$ cat src/rtl/tdr_pkg.sv
package tdr_pkg;

  typedef enum logic [1:0] {
    PH_IDLE   = 2'd0,
    PH_CHARGE = 2'd1,
    PH_EVAL   = 2'd2,
    PH_DISCH  = 2'd3
  } phase_e;

  typedef enum logic {
    GK_AND = 1'b0,
    GK_XOR = 1'b1
  } gate_kind_e;

  typedef struct packed {
    logic t;
    logic f;
  } drail_t;

  localparam int unsigned OPS_W = 3;

  // rail exchange: logical NOT in dual-rail form
  function automatic drail_t dr_swap(drail_t x);
    drail_t r;
    r.t = x.f;
    r.f = x.t;
    return r;
  endfunction

  // AND-type pull-down network; swap rails around it for NAND/OR/NOR
  function automatic drail_t dr_and_core(drail_t x, drail_t y);
    drail_t r;
    r.t = x.t & y.t;
    r.f = x.f | y.f;
    return r;
  endfunction

  function automatic drail_t dr_xor_core(drail_t x, drail_t y);
    drail_t r;
    r.t = (x.t & y.f) | (x.f & y.t);
    r.f = (x.t & y.t) | (x.f & y.f);
    return r;
  endfunction

  // single-rail to dual-rail encoder driven by the phase
  function automatic drail_t dr_encode(phase_e ph, logic v);
    drail_t r;
    case (ph)
      PH_CHARGE: begin r.t = 1'b1; r.f = 1'b1; end
      PH_EVAL:   begin r.t = v;    r.f = ~v;   end
      default:   begin r.t = 1'b0; r.f = 1'b0; end
    endcase
    return r;
  endfunction

  // legal pair state for a phase
  function automatic logic pair_ok(phase_e ph, drail_t x);
    case (ph)
      PH_CHARGE: return x.t & x.f;
      PH_EVAL:   return x.t ^ x.f;
      default:   return ~(x.t | x.f);
    endcase
  endfunction

  // arithmetic reference: {carry, sum} of ops[0]+ops[1]+ops[2]
  function automatic logic [1:0] fa_ref(logic [OPS_W-1:0] ops);
    return 2'(ops[0]) + 2'(ops[1]) + 2'(ops[2]);
  endfunction

endpackage

$ cat src/rtl/tdr_phase_seq.sv
module tdr_phase_seq
  import tdr_pkg::*;
(
  input  logic             clk,
  input  logic             rst_n,
  input  logic             start_i,
  input  logic [OPS_W-1:0] ops_i,
  output phase_e           phase_o,
  output logic [OPS_W-1:0] ops_q_o,
  output logic             accept_o
);

  phase_e phase_q, phase_nx;

  assign accept_o = start_i && (phase_q == PH_IDLE || phase_q == PH_DISCH);

  always_comb begin
    case (phase_q)
      PH_IDLE:   phase_nx = accept_o ? PH_CHARGE : PH_IDLE;
      PH_CHARGE: phase_nx = PH_EVAL;
      PH_EVAL:   phase_nx = PH_DISCH;
      default:   phase_nx = accept_o ? PH_CHARGE : PH_IDLE;
    endcase
  end

  always_ff @(posedge clk or negedge rst_n) begin
    if (!rst_n) begin
      phase_q <= PH_IDLE;
      ops_q_o <= '0;
    end else begin
      phase_q <= phase_nx;
      if (accept_o) ops_q_o <= ops_i;
    end
  end

  assign phase_o = phase_q;

  AST_CHARGE_THEN_EVAL: assert property (@(posedge clk) disable iff (!rst_n)
    phase_q == PH_CHARGE |=> phase_q == PH_EVAL);
  AST_EVAL_THEN_DISCH: assert property (@(posedge clk) disable iff (!rst_n)
    phase_q == PH_EVAL |=> phase_q == PH_DISCH);
  AST_BUSY_KEEPS_OPS: assert property (@(posedge clk) disable iff (!rst_n)
    (phase_q == PH_CHARGE || phase_q == PH_EVAL) |=> $stable(ops_q_o));
  AST_DISCH_RESTART: assert property (@(posedge clk) disable iff (!rst_n)
    (phase_q == PH_DISCH && start_i) |=> phase_q == PH_CHARGE);

endmodule

$ cat src/rtl/tdr_gate.sv
module tdr_gate
  import tdr_pkg::*;
#(
  parameter gate_kind_e KIND     = GK_AND,
  parameter bit         OUT_SWAP = 1'b0
)(
  input  logic   clk,
  input  logic   rst_n,
  input  phase_e phase_i,
  input  drail_t a_i,
  input  drail_t b_i,
  output drail_t y_o
);

  drail_t core, core_sw;

  generate
    if (KIND == GK_AND) begin : g_and
      assign core = dr_and_core(a_i, b_i);
    end else begin : g_xor
      assign core = dr_xor_core(a_i, b_i);
    end
    if (OUT_SWAP) begin : g_swap
      assign core_sw = dr_swap(core);
    end else begin : g_pass
      assign core_sw = core;
    end
  endgenerate

  // pull-ups in charge, evaluation network in evaluate, pull-downs otherwise
  always_comb begin
    case (phase_i)
      PH_CHARGE: begin y_o.t = 1'b1; y_o.f = 1'b1; end
      PH_EVAL:   y_o = core_sw;
      default:   begin y_o.t = 1'b0; y_o.f = 1'b0; end
    endcase
  end

  AST_GATE_COMPLEMENTARY: assert property (@(posedge clk) disable iff (!rst_n)
    (phase_i == PH_EVAL && (a_i.t ^ a_i.f) && (b_i.t ^ b_i.f)) |-> (y_o.t ^ y_o.f));

endmodule

$ cat src/rtl/tdr_inv_chain.sv
module tdr_inv_chain
  import tdr_pkg::*;
#(
  parameter int unsigned PAIRS = 1
)(
  input  drail_t d_i,
  output drail_t q_o
);

  localparam int unsigned STAGES = 2 * PAIRS;

  logic [STAGES:0] t_n;
  logic [STAGES:0] f_n;

  assign t_n[0] = d_i.t;
  assign f_n[0] = d_i.f;

  for (genvar s = 0; s < STAGES; s++) begin : g_inv
    assign t_n[s+1] = ~t_n[s];
    assign f_n[s+1] = ~f_n[s];
  end

  assign q_o.t = t_n[STAGES];
  assign q_o.f = f_n[STAGES];

endmodule

$ cat src/rtl/tdr_toggle_mon.sv
module tdr_toggle_mon
  import tdr_pkg::*;
#(
  parameter int unsigned N_WIRES = 24,
  parameter int unsigned CNT_W   = 2
)(
  input  logic               clk,
  input  logic               rst_n,
  input  phase_e             phase_i,
  input  logic [N_WIRES-1:0] rails_i,
  output logic [N_WIRES-1:0] fall_o,
  output logic               bal_err_o
);

  localparam logic [CNT_W-1:0] CNT_MAX = '1;
  localparam logic [CNT_W-1:0] CNT_ONE = CNT_W'(1);

  logic [N_WIRES-1:0] prev_q;
  logic [N_WIRES-1:0] miss;

  assign fall_o = prev_q & ~rails_i;

  always_ff @(posedge clk or negedge rst_n) begin
    if (!rst_n) prev_q <= '0;
    else        prev_q <= rails_i;
  end

  for (genvar w = 0; w < N_WIRES; w++) begin : g_wire
    logic [CNT_W-1:0] cnt_q, cnt_nx;

    always_comb begin
      if (cnt_q == CNT_MAX) cnt_nx = cnt_q;
      else                  cnt_nx = cnt_q + CNT_W'(fall_o[w]);
    end

    always_ff @(posedge clk or negedge rst_n) begin
      if (!rst_n)                                         cnt_q <= '0;
      else if (phase_i == PH_CHARGE)                      cnt_q <= '0;
      else if (phase_i == PH_EVAL || phase_i == PH_DISCH) cnt_q <= cnt_nx;
    end

    assign miss[w] = (cnt_nx != CNT_ONE);
  end

  always_ff @(posedge clk or negedge rst_n) begin
    if (!rst_n) bal_err_o <= 1'b0;
    else        bal_err_o <= bal_err_o | ((phase_i == PH_DISCH) && (|miss));
  end

  AST_NO_FALL_WHEN_QUIET: assert property (@(posedge clk) disable iff (!rst_n)
    (phase_i == PH_IDLE || phase_i == PH_CHARGE) |-> fall_o == '0);
  AST_EVAL_HALF_FALL: assert property (@(posedge clk) disable iff (!rst_n)
    phase_i == PH_EVAL |-> $countones(fall_o) == N_WIRES / 2);
  AST_DISCH_HALF_FALL: assert property (@(posedge clk) disable iff (!rst_n)
    phase_i == PH_DISCH |-> $countones(fall_o) == N_WIRES / 2);

endmodule

$ cat src/rtl/tdr_full_adder.sv
module tdr_full_adder
  import tdr_pkg::*;
#(
  parameter int unsigned INV_PAIRS = 1,
  parameter int unsigned CNT_W     = 2
)(
  input  logic clk,
  input  logic rst_n,
  input  logic start_i,
  input  logic a_i,
  input  logic b_i,
  input  logic cin_i,
  output logic sum_o,
  output logic cout_o,
  output logic done_o,
  output logic rail_err_o,
  output logic bal_err_o
);

  // pair indices in the rail network
  localparam int unsigned P_A   = 0;
  localparam int unsigned P_B   = 1;
  localparam int unsigned P_C   = 2;
  localparam int unsigned P_X1  = 3;
  localparam int unsigned P_N1  = 4;
  localparam int unsigned P_X1B = 5;
  localparam int unsigned P_N1B = 6;
  localparam int unsigned P_CB  = 7;
  localparam int unsigned P_SUM = 8;
  localparam int unsigned P_N2  = 9;
  localparam int unsigned P_N2B = 10;
  localparam int unsigned P_CO  = 11;
  localparam int unsigned N_PAIRS = 12;
  localparam int unsigned N_RAILS = 2 * N_PAIRS;

  phase_e             phase;
  logic [OPS_W-1:0]   ops_q;
  logic               accept;
  drail_t             net [N_PAIRS];
  logic [N_PAIRS-1:0] rails_t, rails_f, pair_bad;
  logic [N_RAILS-1:0] rails_all, fall_evt;

  tdr_phase_seq u_seq (
    .clk      (clk),
    .rst_n    (rst_n),
    .start_i  (start_i),
    .ops_i    ({cin_i, b_i, a_i}),
    .phase_o  (phase),
    .ops_q_o  (ops_q),
    .accept_o (accept)
  );

  // operand encoders
  for (genvar i = 0; i < OPS_W; i++) begin : g_enc
    assign net[P_A + i] = dr_encode(phase, ops_q[i]);
  end

  // stage 1: a^b and nand(a,b)
  tdr_gate #(.KIND(GK_XOR), .OUT_SWAP(1'b0)) u_x1 (
    .clk(clk), .rst_n(rst_n), .phase_i(phase),
    .a_i(net[P_A]), .b_i(net[P_B]), .y_o(net[P_X1]));
  tdr_gate #(.KIND(GK_AND), .OUT_SWAP(1'b1)) u_n1 (
    .clk(clk), .rst_n(rst_n), .phase_i(phase),
    .a_i(net[P_A]), .b_i(net[P_B]), .y_o(net[P_N1]));

  // domino links into stage 2
  tdr_inv_chain #(.PAIRS(INV_PAIRS)) u_lk_x1 (.d_i(net[P_X1]), .q_o(net[P_X1B]));
  tdr_inv_chain #(.PAIRS(INV_PAIRS)) u_lk_n1 (.d_i(net[P_N1]), .q_o(net[P_N1B]));
  tdr_inv_chain #(.PAIRS(INV_PAIRS)) u_lk_c  (.d_i(net[P_C]),  .q_o(net[P_CB]));

  // stage 2: sum and nand(a^b, cin)
  tdr_gate #(.KIND(GK_XOR), .OUT_SWAP(1'b0)) u_sum (
    .clk(clk), .rst_n(rst_n), .phase_i(phase),
    .a_i(net[P_X1B]), .b_i(net[P_CB]), .y_o(net[P_SUM]));
  tdr_gate #(.KIND(GK_AND), .OUT_SWAP(1'b1)) u_n2 (
    .clk(clk), .rst_n(rst_n), .phase_i(phase),
    .a_i(net[P_X1B]), .b_i(net[P_CB]), .y_o(net[P_N2]));

  tdr_inv_chain #(.PAIRS(INV_PAIRS)) u_lk_n2 (.d_i(net[P_N2]), .q_o(net[P_N2B]));

  // stage 3: carry = nand(nand(a,b), nand(a^b,cin))
  tdr_gate #(.KIND(GK_AND), .OUT_SWAP(1'b1)) u_co (
    .clk(clk), .rst_n(rst_n), .phase_i(phase),
    .a_i(net[P_N1B]), .b_i(net[P_N2B]), .y_o(net[P_CO]));

  // flatten rails and judge each pair
  for (genvar i = 0; i < N_PAIRS; i++) begin : g_pair
    assign rails_t[i]       = net[i].t;
    assign rails_f[i]       = net[i].f;
    assign rails_all[2*i+1] = net[i].t;
    assign rails_all[2*i]   = net[i].f;
    assign pair_bad[i]      = ~pair_ok(phase, net[i]);
  end

  tdr_toggle_mon #(.N_WIRES(N_RAILS), .CNT_W(CNT_W)) u_mon (
    .clk       (clk),
    .rst_n     (rst_n),
    .phase_i   (phase),
    .rails_i   (rails_all),
    .fall_o    (fall_evt),
    .bal_err_o (bal_err_o)
  );

  // result register, loaded at the end of evaluate
  always_ff @(posedge clk or negedge rst_n) begin
    if (!rst_n) begin
      sum_o      <= 1'b0;
      cout_o     <= 1'b0;
      done_o     <= 1'b0;
      rail_err_o <= 1'b0;
    end else begin
      done_o     <= (phase == PH_EVAL);
      rail_err_o <= rail_err_o | (|pair_bad);
      if (phase == PH_EVAL) begin
        sum_o  <= net[P_SUM].t;
        cout_o <= net[P_CO].t;
      end
    end
  end

  AST_CHARGE_ALL_HIGH: assert property (@(posedge clk) disable iff (!rst_n)
    phase == PH_CHARGE |-> (&rails_t && &rails_f));
  AST_EVAL_COMPLEMENT: assert property (@(posedge clk) disable iff (!rst_n)
    phase == PH_EVAL |-> (rails_t ^ rails_f) == '1);
  AST_DISCH_ALL_LOW: assert property (@(posedge clk) disable iff (!rst_n)
    (phase == PH_DISCH || phase == PH_IDLE) |-> (rails_t | rails_f) == '0);
  AST_RESULT_MATCH: assert property (@(posedge clk) disable iff (!rst_n)
    done_o |-> {cout_o, sum_o} == fa_ref(ops_q));
  AST_RESULT_HOLD: assert property (@(posedge clk) disable iff (!rst_n)
    !done_o |-> $stable({cout_o, sum_o}));
  AST_DONE_IN_DISCH: assert property (@(posedge clk) disable iff (!rst_n)
    done_o |-> phase == PH_DISCH);
  AST_ACCEPT_QUIET: assert property (@(posedge clk) disable iff (!rst_n)
    accept |=> phase == PH_CHARGE);
  AST_RAIL_ERR_STICKY: assert property (@(posedge clk) disable iff (!rst_n)
    $past(rail_err_o) |-> rail_err_o);

endmodule

$ cat config.mk
export PLATFORM = sky130hd
export DESIGN_NAME = tdr_full_adder
export DESIGN_NICKNAME = d
export VERILOG_FILES = /design/src/rtl/tdr_pkg.sv /design/src/rtl/tdr_phase_seq.sv /design/src/rtl/tdr_gate.sv /design/src/rtl/tdr_inv_chain.sv /design/src/rtl/tdr_toggle_mon.sv /design/src/rtl/tdr_full_adder.sv
export SDC_FILE = /design/constraint.sdc
export NUM_CORES = 1
export LEC_CHECK = 0
export ABC_AREA = 1
export BUFFER_PORTS_ARGS = -buffer_cell sky130_fd_sc_hd__buf_4
export CAP_MARGIN = 20
export CELL_PAD_IN_SITES_DETAIL_PLACEMENT = 0
export CELL_PAD_IN_SITES_GLOBAL_PLACEMENT = 1
export CORE_MARGIN = 8
export CORE_UTILIZATION = 40
export DETAILED_ROUTE_END_ITERATION = 12
export HOLD_SLACK_MARGIN = 0.15
export PLACE_DENSITY_LB_ADDON = 0.1
export SLEW_MARGIN = 20
export SYNTH_ARGS = -nofsm -noshare
export SYNTH_HDL_FRONTEND = slang
export SYNTH_SLANG_ARGS = --single-unit
export TNS_END_PERCENT = 30
$ cat constraint.sdc
create_clock -name clk -period 3.3 [get_ports clk]
set_clock_uncertainty 0.1 [all_clocks]
set_input_delay 0 -clock clk [delete_from_list [all_inputs] [get_ports clk]]
set_output_delay 0 -clock clk [all_outputs]
set_load 0.01 [all_outputs]
==> impl_metrics.py, run 1 <==
metrics = {
    "outcome": {
        "status": "finished clean",
    },
    "detailed_routing": {
        "routedWlPerCell_um": 12.6,
        "drc": 0,
        "drt_first_pass_iters": 4,
        "vias": 3332,
        "avgViaCountPerCell": 4.79,
        "drt_iter0_drc": 145,
        "ant_nets": 0,
        "wl_mm": 8.78,
    },
    "cells_and_area": {
        "regArea_um2": 1850,
        "fin_area_um2": 4750,
        "insertedDiodeCount": 0,
        "final_util_pct": 47.1,
        "layout_commonest_cell": "nand2_1",
        "stdcell_count": 696,
        "syn_to_final_growth_pct": 16.6,
        "drive_gt1_share_pct": 9.64,
        "layout_common_cells": "nand2_1 (136), inv_1 (89), dfrtp_1 (74)",
        "n_fill_cell": 1019,
        "multiInputGateArea_um2": 1880,
        "layout.nets": 593,
    },
    "cts": {
        "cts-root-buf": "clkbuf_8",
        "htree_levels": 3,
        "tritoncts": "done",
        "clk_latency_ns": 0.34,
        "cts_buffer_depth": 2,
        "cts.sinks": 74,
        "cts_made_buffers": 9,
        "clk_pin_slew_ns": 0.08,
    },
    "pwr": {
        "ir_drop_uv": 638,
        "power.density_nw_per_um2": 940,
        "power_mw": 4.46,
        "leakage_nw": 2.37,
    },
    "timing": {
        "setup_viol": 0,
        "tns_ns": 0,
        "rsz0062_at_grt": "false",
        "worst_slew_pin_slew_ns": 0.467,
        "holdWs_ns": 0.394,
        "slew_headroom_pct": 68.7,
        "fin_crit_sh_pct": 89.7,
        "hold_violations": 0,
        "finalWorstSetupSlack_ns": 0.340,
        "max_freq_ghz": 0.338,
        "period_minus_slack_ns": 2.96,
        "report.final.slew_viol_count": 0,
    },
    "die": {
        "initial_core_util_pct": 40.4,
        "die_h_um": 117,
        "ios": 11,
        "die-area_um2": 13700,
        "rows": 37,
        "core_area_um2": 10100,
        "fp.dieW_um": 117,
    },
    "worst_setup_path": {
        "endpoint": "u_mon.bal_err_o",
        "startpoint": "u_seq.phase_o[1]",
        "r2r_cells": 18,
        "cp-end-kind": "register",
        "critical_path_class": "reg -> reg",
        "critPathMaxFanout": 8,
        "r2r_end": "u_mon.bal_err_o",
        "r2r-start": "u_seq.phase_o[1]",
        "r2r_slack_ns": 0.34,
        "crit_arrival_ns": 3.10,
        "critPathRequiredTime_ns": 3.44,
        "crit_path_start_kind": "register",
    },
    "yosys": {
        "ys_ff_latch": 74,
        "ys_warn_count": 0,
        "synth_cell_types": 23,
        "synthCells": 526,
        "syn_nets": 564,
        "syn_area_um2": 4080,
        "syn-mean-instance-area_um2": 7.75,
        "synth_seq_area_share_pct": 45.4,
    },
    "global_route": {
        "grt_max_degree": 75,
        "antenna_found_initial": 0,
        "grt.total_usage_pct": 14.6,
        "overflow": 0,
        "grt_pass1_vias": 3384,
        "grt_pass1_wl_mm": 15.4,
    },
    "placement": {
        "port_buffers": 10,
        "place_area_um2": 4320,
        "placed_cells": 667,
        "pre_cts_ws_ns": 0.139,
        "hpwl_mm": 6.03,
        "place_congestion": 0.799,
    },
    "flow_run": {
        "drv_cap": 0,
    },
    "worst_hold_path": {
        "hp-class": "reg -> reg",
        "min_from": "rail_err_o",
    },
}
==> critical path, cell delays in order (launching register included) <==
cell and delay [ns]:
dfrtp_1 0.40, inv_1 0.12, ha_4 0.33, nand2_2 0.17, o21ai_2 0.14, nand2_1 0.10
o21ai_1 0.22, or2_2 0.19, nor2_1 0.05, ha_1 0.19, or2_2 0.29, nand2_1 0.07
nand2_1 0.05, nor2_1 0.10, nand2_1 0.06, nor2_1 0.10, nand3_1 0.08, nand2_1 0.06
nand2_1 0.05
==> report_power, final <==
| group | internal [mW] | switching (mW) | leakage (nW) |
|---|---|---|---|
| Sequential | 1.24 | 0.225 | 0.962 |
| Combinational | 0.828 | 1.28 | 1.28 |
| Clock | 0.545 | 0.345 | 0.123 |
==> layout make-up <==
| class | count | area share, % |
|---|---|---|
| clock buffer | 12 | 3.27 |
| clock inverter | 4 | 2.05 |
| inverter | 92 | 7.27 |
| multi-input combinational | 350 | 39.6 |
| sequential | 74 | 39.0 |
| tap | 136 | 3.58 |
| timing repair buffer | 28 | 5.27 |
==> routing by layer <==
layer	vias to the layer above	global-route usage [%]	part of all wire, %	routed length (um)
met3	8	2.10	1.9	163
li1	1745	-	-	-
met4	0	6.40	1.0	90
met5	-	0	0	0
met2	34	25.5	48	4240
met1	1545	17.6	49	4280
==> registers in the layout, indices dropped and copies added (netlist names) <==
name,count
u_mon.g_wire.cnt_q,48
u_mon.prev_q,16
u_seq.ops_q_o,3
u_seq.phase_o,2
cout_o,1
done_o,1
rail_err_o,1
sum_o,1
u_mon.bal_err_o,1
==> cell usage after synthesis, drive strengths merged <==
| cell type | instances | share of area, % |
|---|---|---|
| ha | 32 | 9.8 |
| mux2 | 1 | 0.28 |
| a31o | 1 | 0.21 |
| a21o | 1 | 0.18 |
| nand3 | 6 | 0.74 |
| dfrtp | 74 | 45 |
| a31oi | 1 | 0.15 |
| nand2 | 142 | 13 |
| or2 | 3 | 0.46 |
| o21ai | 31 | 4.1 |
| inv | 92 | 8.5 |
| nand4 | 22 | 3.4 |
| a21oi | 10 | 1.2 |
| o22ai | 24 | 3.7 |
| and3 | 6 | 0.92 |
| a21boi | 2 | 0.37 |
| nor2 | 68 | 6.3 |
| clkbuf | 10 | 0.92 |
==> timing repair <==
action	in CTS	in global routing
hold buffers	10	1
setup endpoints to repair	0	1
buffers inserted	0	1
gates resized for setup	0	9
endpoints found under the hold margin	78	32
==> cells by family after synthesis <==
family	share of synthesized area, %
compound gates	9.92
fa+ha+maj	9.82
buf+inv	9.40
flops	45.4
mux	0.276
simple gates	25.1
==> worst min-delay path by stage <==
stage | depth (start not counted) | to | slack, ns
2_1_floorplan | 0 | cout_o | -0.40
3_3_place_gp | 1 | u_mon.g_wire[22].cnt_q[1] | 0.13
3_5_place_dp | 1 | u_mon.g_wire[22].cnt_q[1] | 0.13
4_1_cts | 2 | u_mon.g_wire[22].cnt_q[1] | 0.29
5_1_grt | 1 | rail_err_o | 0.43
6_report | 1 | rail_err_o | 0.39
Power figures use the tool's default switching activity.
==> run 2: changes to the inputs <==
--- a/config.mk
+++ b/config.mk
@@ -5,7 +5,6 @@
 export SDC_FILE = /design/constraint.sdc
 export NUM_CORES = 1
 export LEC_CHECK = 0
-export ABC_AREA = 1
 export BUFFER_PORTS_ARGS = -buffer_cell sky130_fd_sc_hd__buf_4
 export CAP_MARGIN = 20
 export CELL_PAD_IN_SITES_DETAIL_PLACEMENT = 0
==> run 2 against run 1 <==
  * Largest cell class unchanged
  * Largest power group unchanged
  * Highest routed layer unchanged
  * First-iteration DRC count is 41% higher
  * Hold slack worse by 0.28 ns
  * Synthesized cell count is 16% lower
  * Setup slack worse by 0.062 ns
==> impl_metrics.py, run 2 <==
metrics = {
    "worst_setup_path": {
        "cp_slowest_stage_delay_ns": 0.47,
        "r2r_cells": 12,
        "r2r-start": "u_seq.phase_o[0]",
        "r2r_end": "u_mon.bal_err_o",
        "crit_path_start_kind": "register",
        "cp-end-kind": "register",
        "cp_slowest_cell": "ha_2",
        "r2r_slack_ns": 0.28,
        "critPathRequiredTime_ns": 3.44,
        "critPathMaxFanout": 12,
        "path_delay_family": "simple AND/OR/NAND/NOR gates",
        "crit_buf_inv": 1,
        "crit_arrival_ns": 3.16,
        "path_cells": "inv_1 > ha_2 > nor2b_4 > o211ai_4 > o21ai_1 > nor2_1 > ha_1 > a21oi_1 > nor4_2 > nand2_1 > nor4_1 > a31oi_1",
        "critical_path_class": "reg -> reg",
    },
    "detailed_routing": {
        "drt_iter0_drc": 204,
        "avgViaCountPerCell": 5.32,
        "wl_mm": 10.0,
        "routedWlPerCell_um": 16.5,
        "drc": 0,
        "vias": 3224,
        "wl_met3_um": 331,
        "wl_met1_mm": 4.81,
        "drt_first_pass_iters": 4,
        "top_layer": "met4",
        "ant_nets": 0,
        "wl_met2_mm": 4.71,
    },
    "yosys": {
        "synth.top_cell.area_share_pct": 45.5,
        "synth_seq_area_share_pct": 45.5,
        "syn_nets": 481,
        "syn_area_um2": 4070,
        "yosysTopAreaCell": "dfrtp_1",
        "synth-main-ff-cell": "dfrtp_1",
        "yosysMostFrequentCell": "a21oi_1",
        "synth-edff-count": 0,
        "synth_cell_types": 39,
        "synthTopCellsByCount": "a21oi_1 (75), dfrtp_1 (74), o21ai_0 (55), nor2_1 (36), nand2_1 (34)",
        "synthCells": 443,
        "ys_ff_latch": 74,
        "ys_warn_count": 0,
        "async_flop_share_pct": 100,
        "ys_top_cells_by_area": "dfrtp_1 (45%), ha_1 (9.8%), a21oi_1 (9.2%)",
        "syn-mean-instance-area_um2": 9.20,
    },
    "cts": {
        "htree_levels": 3,
        "clk_pin_slew_ns": 0.08,
        "cts_buffer_depth": 2,
        "cts-root-buf": "clkbuf_8",
        "cts.sinks": 74,
        "cts_made_buffers": 9,
        "postCtsSetupRepairBufs": 0,
        "clk_latency_ns": 0.37,
        "tritoncts": "done",
    },
    "global_route": {
        "grt_pass1_vias": 3093,
        "overflow": 0,
        "grt_max_degree": 75,
        "grt.total_usage_pct": 16.3,
        "grt_pass1_wl_mm": 16.5,
        "antenna_found_initial": 0,
    },
    "cells_and_area": {
        "syn_to_final_growth_pct": 14.6,
        "top_register": "u_mon.g_wire.cnt_q",
        "drive_gt1_share_pct": 11.1,
        "fin_area_um2": 4670,
        "layout_commonest_cell": "a21oi_1",
        "layout.nets": 503,
        "final_util_pct": 46.2,
        "largestRegisters": "u_mon.g_wire.cnt_q x48, u_mon.prev_q x16, u_seq.ops_q_o x3",
        "n_fill_cell": 1018,
        "largest_register_ffs": 48,
        "insertedDiodeCount": 0,
        "layout_common_cells": "a21oi_1 (75), dfrtp_1 (74), o21ai_0 (53)",
    },
    "timing": {
        "hold_violations": 0,
        "slew_headroom_pct": 49.3,
        "report.final.slew_viol_count": 0,
        "rsz0062_at_grt": "false",
        "period_minus_slack_ns": 3.02,
        "fin_crit_sh_pct": 91.6,
        "holdWs_ns": 0.110,
        "setup_viol": 0,
        "max_freq_ghz": 0.331,
        "tns_ns": 0,
        "worst_slew_pin_slew_ns": 0.759,
    },
    "die": {
        "initial_core_util_pct": 40.4,
        "die_h_um": 117,
        "rows": 37,
        "core_area_um2": 10100,
        "fp.dieW_um": 117,
        "ios": 11,
        "die-area_um2": 13700,
    },
    "pwr": {
        "ir_drop_uv": 575,
        "pwr-share-comb_pct": 49.0,
        "seqPwrFrac_pct": 33.8,
        "power.density_nw_per_um2": 991,
        "leakage_nw": 2.12,
        "power.internal_mw": 2.59,
        "clockPowerShare_pct": 17.2,
        "switching_share_pct": 44.1,
        "power.switching_mw": 2.04,
    },
    "placement": {
        "hpwl_mm": 6.67,
        "place_area_um2": 4340,
        "port_buffers": 10,
        "place_congestion": 0.758,
    },
    "flow_run": {
        "drv_cap": 0,
    },
    "outcome": {
        "status": "finished clean",
    },
    "worst_hold_path": {
        "hp-class": "in -> async",
    },
}
[run 2: cell type report]
cell class	count	area (um2)	share of cell area, %
clock inverters	6	90.1	1.93
repair buffers	29	256	5.50
inverters	15	56.3	1.21
multi-input cells	336	2110	45.3
flip-flops and latches	74	1850	39.7
well taps	136	170	3.65
clock buffers	10	128	2.73
[run 2: worst max-delay path by stage]
stage                                 from              end  slack, ns  cells after the start
after global routing      u_seq.phase_o[1]  u_mon.bal_err_o       0.02                     12
after CTS                 u_seq.phase_o[0]  u_mon.bal_err_o       0.06                     14
after global placement    u_seq.phase_o[0]  u_mon.bal_err_o       0.03                     14
after detailed placement  u_seq.phase_o[0]  u_mon.bal_err_o      -0.03                     14
final                     u_seq.phase_o[0]  u_mon.bal_err_o       0.28                     12
after floorplan           u_seq.phase_o[0]  u_mon.bal_err_o       0.53                     12
[run 2: metal layers]
metal,vias to the layer above,track usage [%]
met5,-,0
met4,0,5.46
met3,12,4.87
met2,35,25.7
met1,1543,20.9
li1,1634,-
[run 2: logic make-up (layout without fill, tap and decap cells)]
logic type / after synthesis / in the layout / share of synthesized area, %
AOI/OAI and AO/OA: 168 / 168 / 23.6
xor gates and xnor gates: 1 / 1 / 0.215
adders and majority gates: 32 / 32 / 9.83
buffers and inverters: 33 / 60 / 3.19
DFF: 74 / 74 / 45.5
muxes: 3 / 3 / 0.829
and+or+nand+nor: 132 / 132 / 16.9
[run 2: repair_timing]
| action | in CTS | in global routing |
|---|---|---|
| resized for setup | 1 | 8 |
| endpoints found under the hold margin | 78 | 0 |
| setup endpoints to repair | 1 | 1 |
| hold buffers | 9 | 0 |
| pin swaps | 0 | 1 |
[run 2: metrics by stage]
step	cells	total power [mW]	setup WS, ns
after floorplan	443	3.07	0.530
after global placement	581	3.77	0.0342
after detailed placement	581	3.80	-0.0322
after CTS	606	4.67	0.0597
after global routing	606	5.08	0.0165
final	606	4.62	0.278
[run 2: power by group through the flow]
stage	clock network, mW	logic (mW)	registers (mW)
3_3_place_gp	0	2.20	1.57
5_1_grt	0.869	2.58	1.62
3_5_place_dp	0	2.22	1.57
6_report	0.796	2.26	1.56
2_1_floorplan	0	1.56	1.50
4_1_cts	0.832	2.28	1.56
[run 2: worst reg2reg max path: cells and delay by family (launching register included)]
kind                     cells  cell delay [ns]
AND/OR/NAND/NOR              5             1.08
buffers and inverters        1             0.10
AO/OA/AOI/OAI                4             0.45
adder cells (fa/ha/maj)      2             0.77
flip-flops                   1             0.41
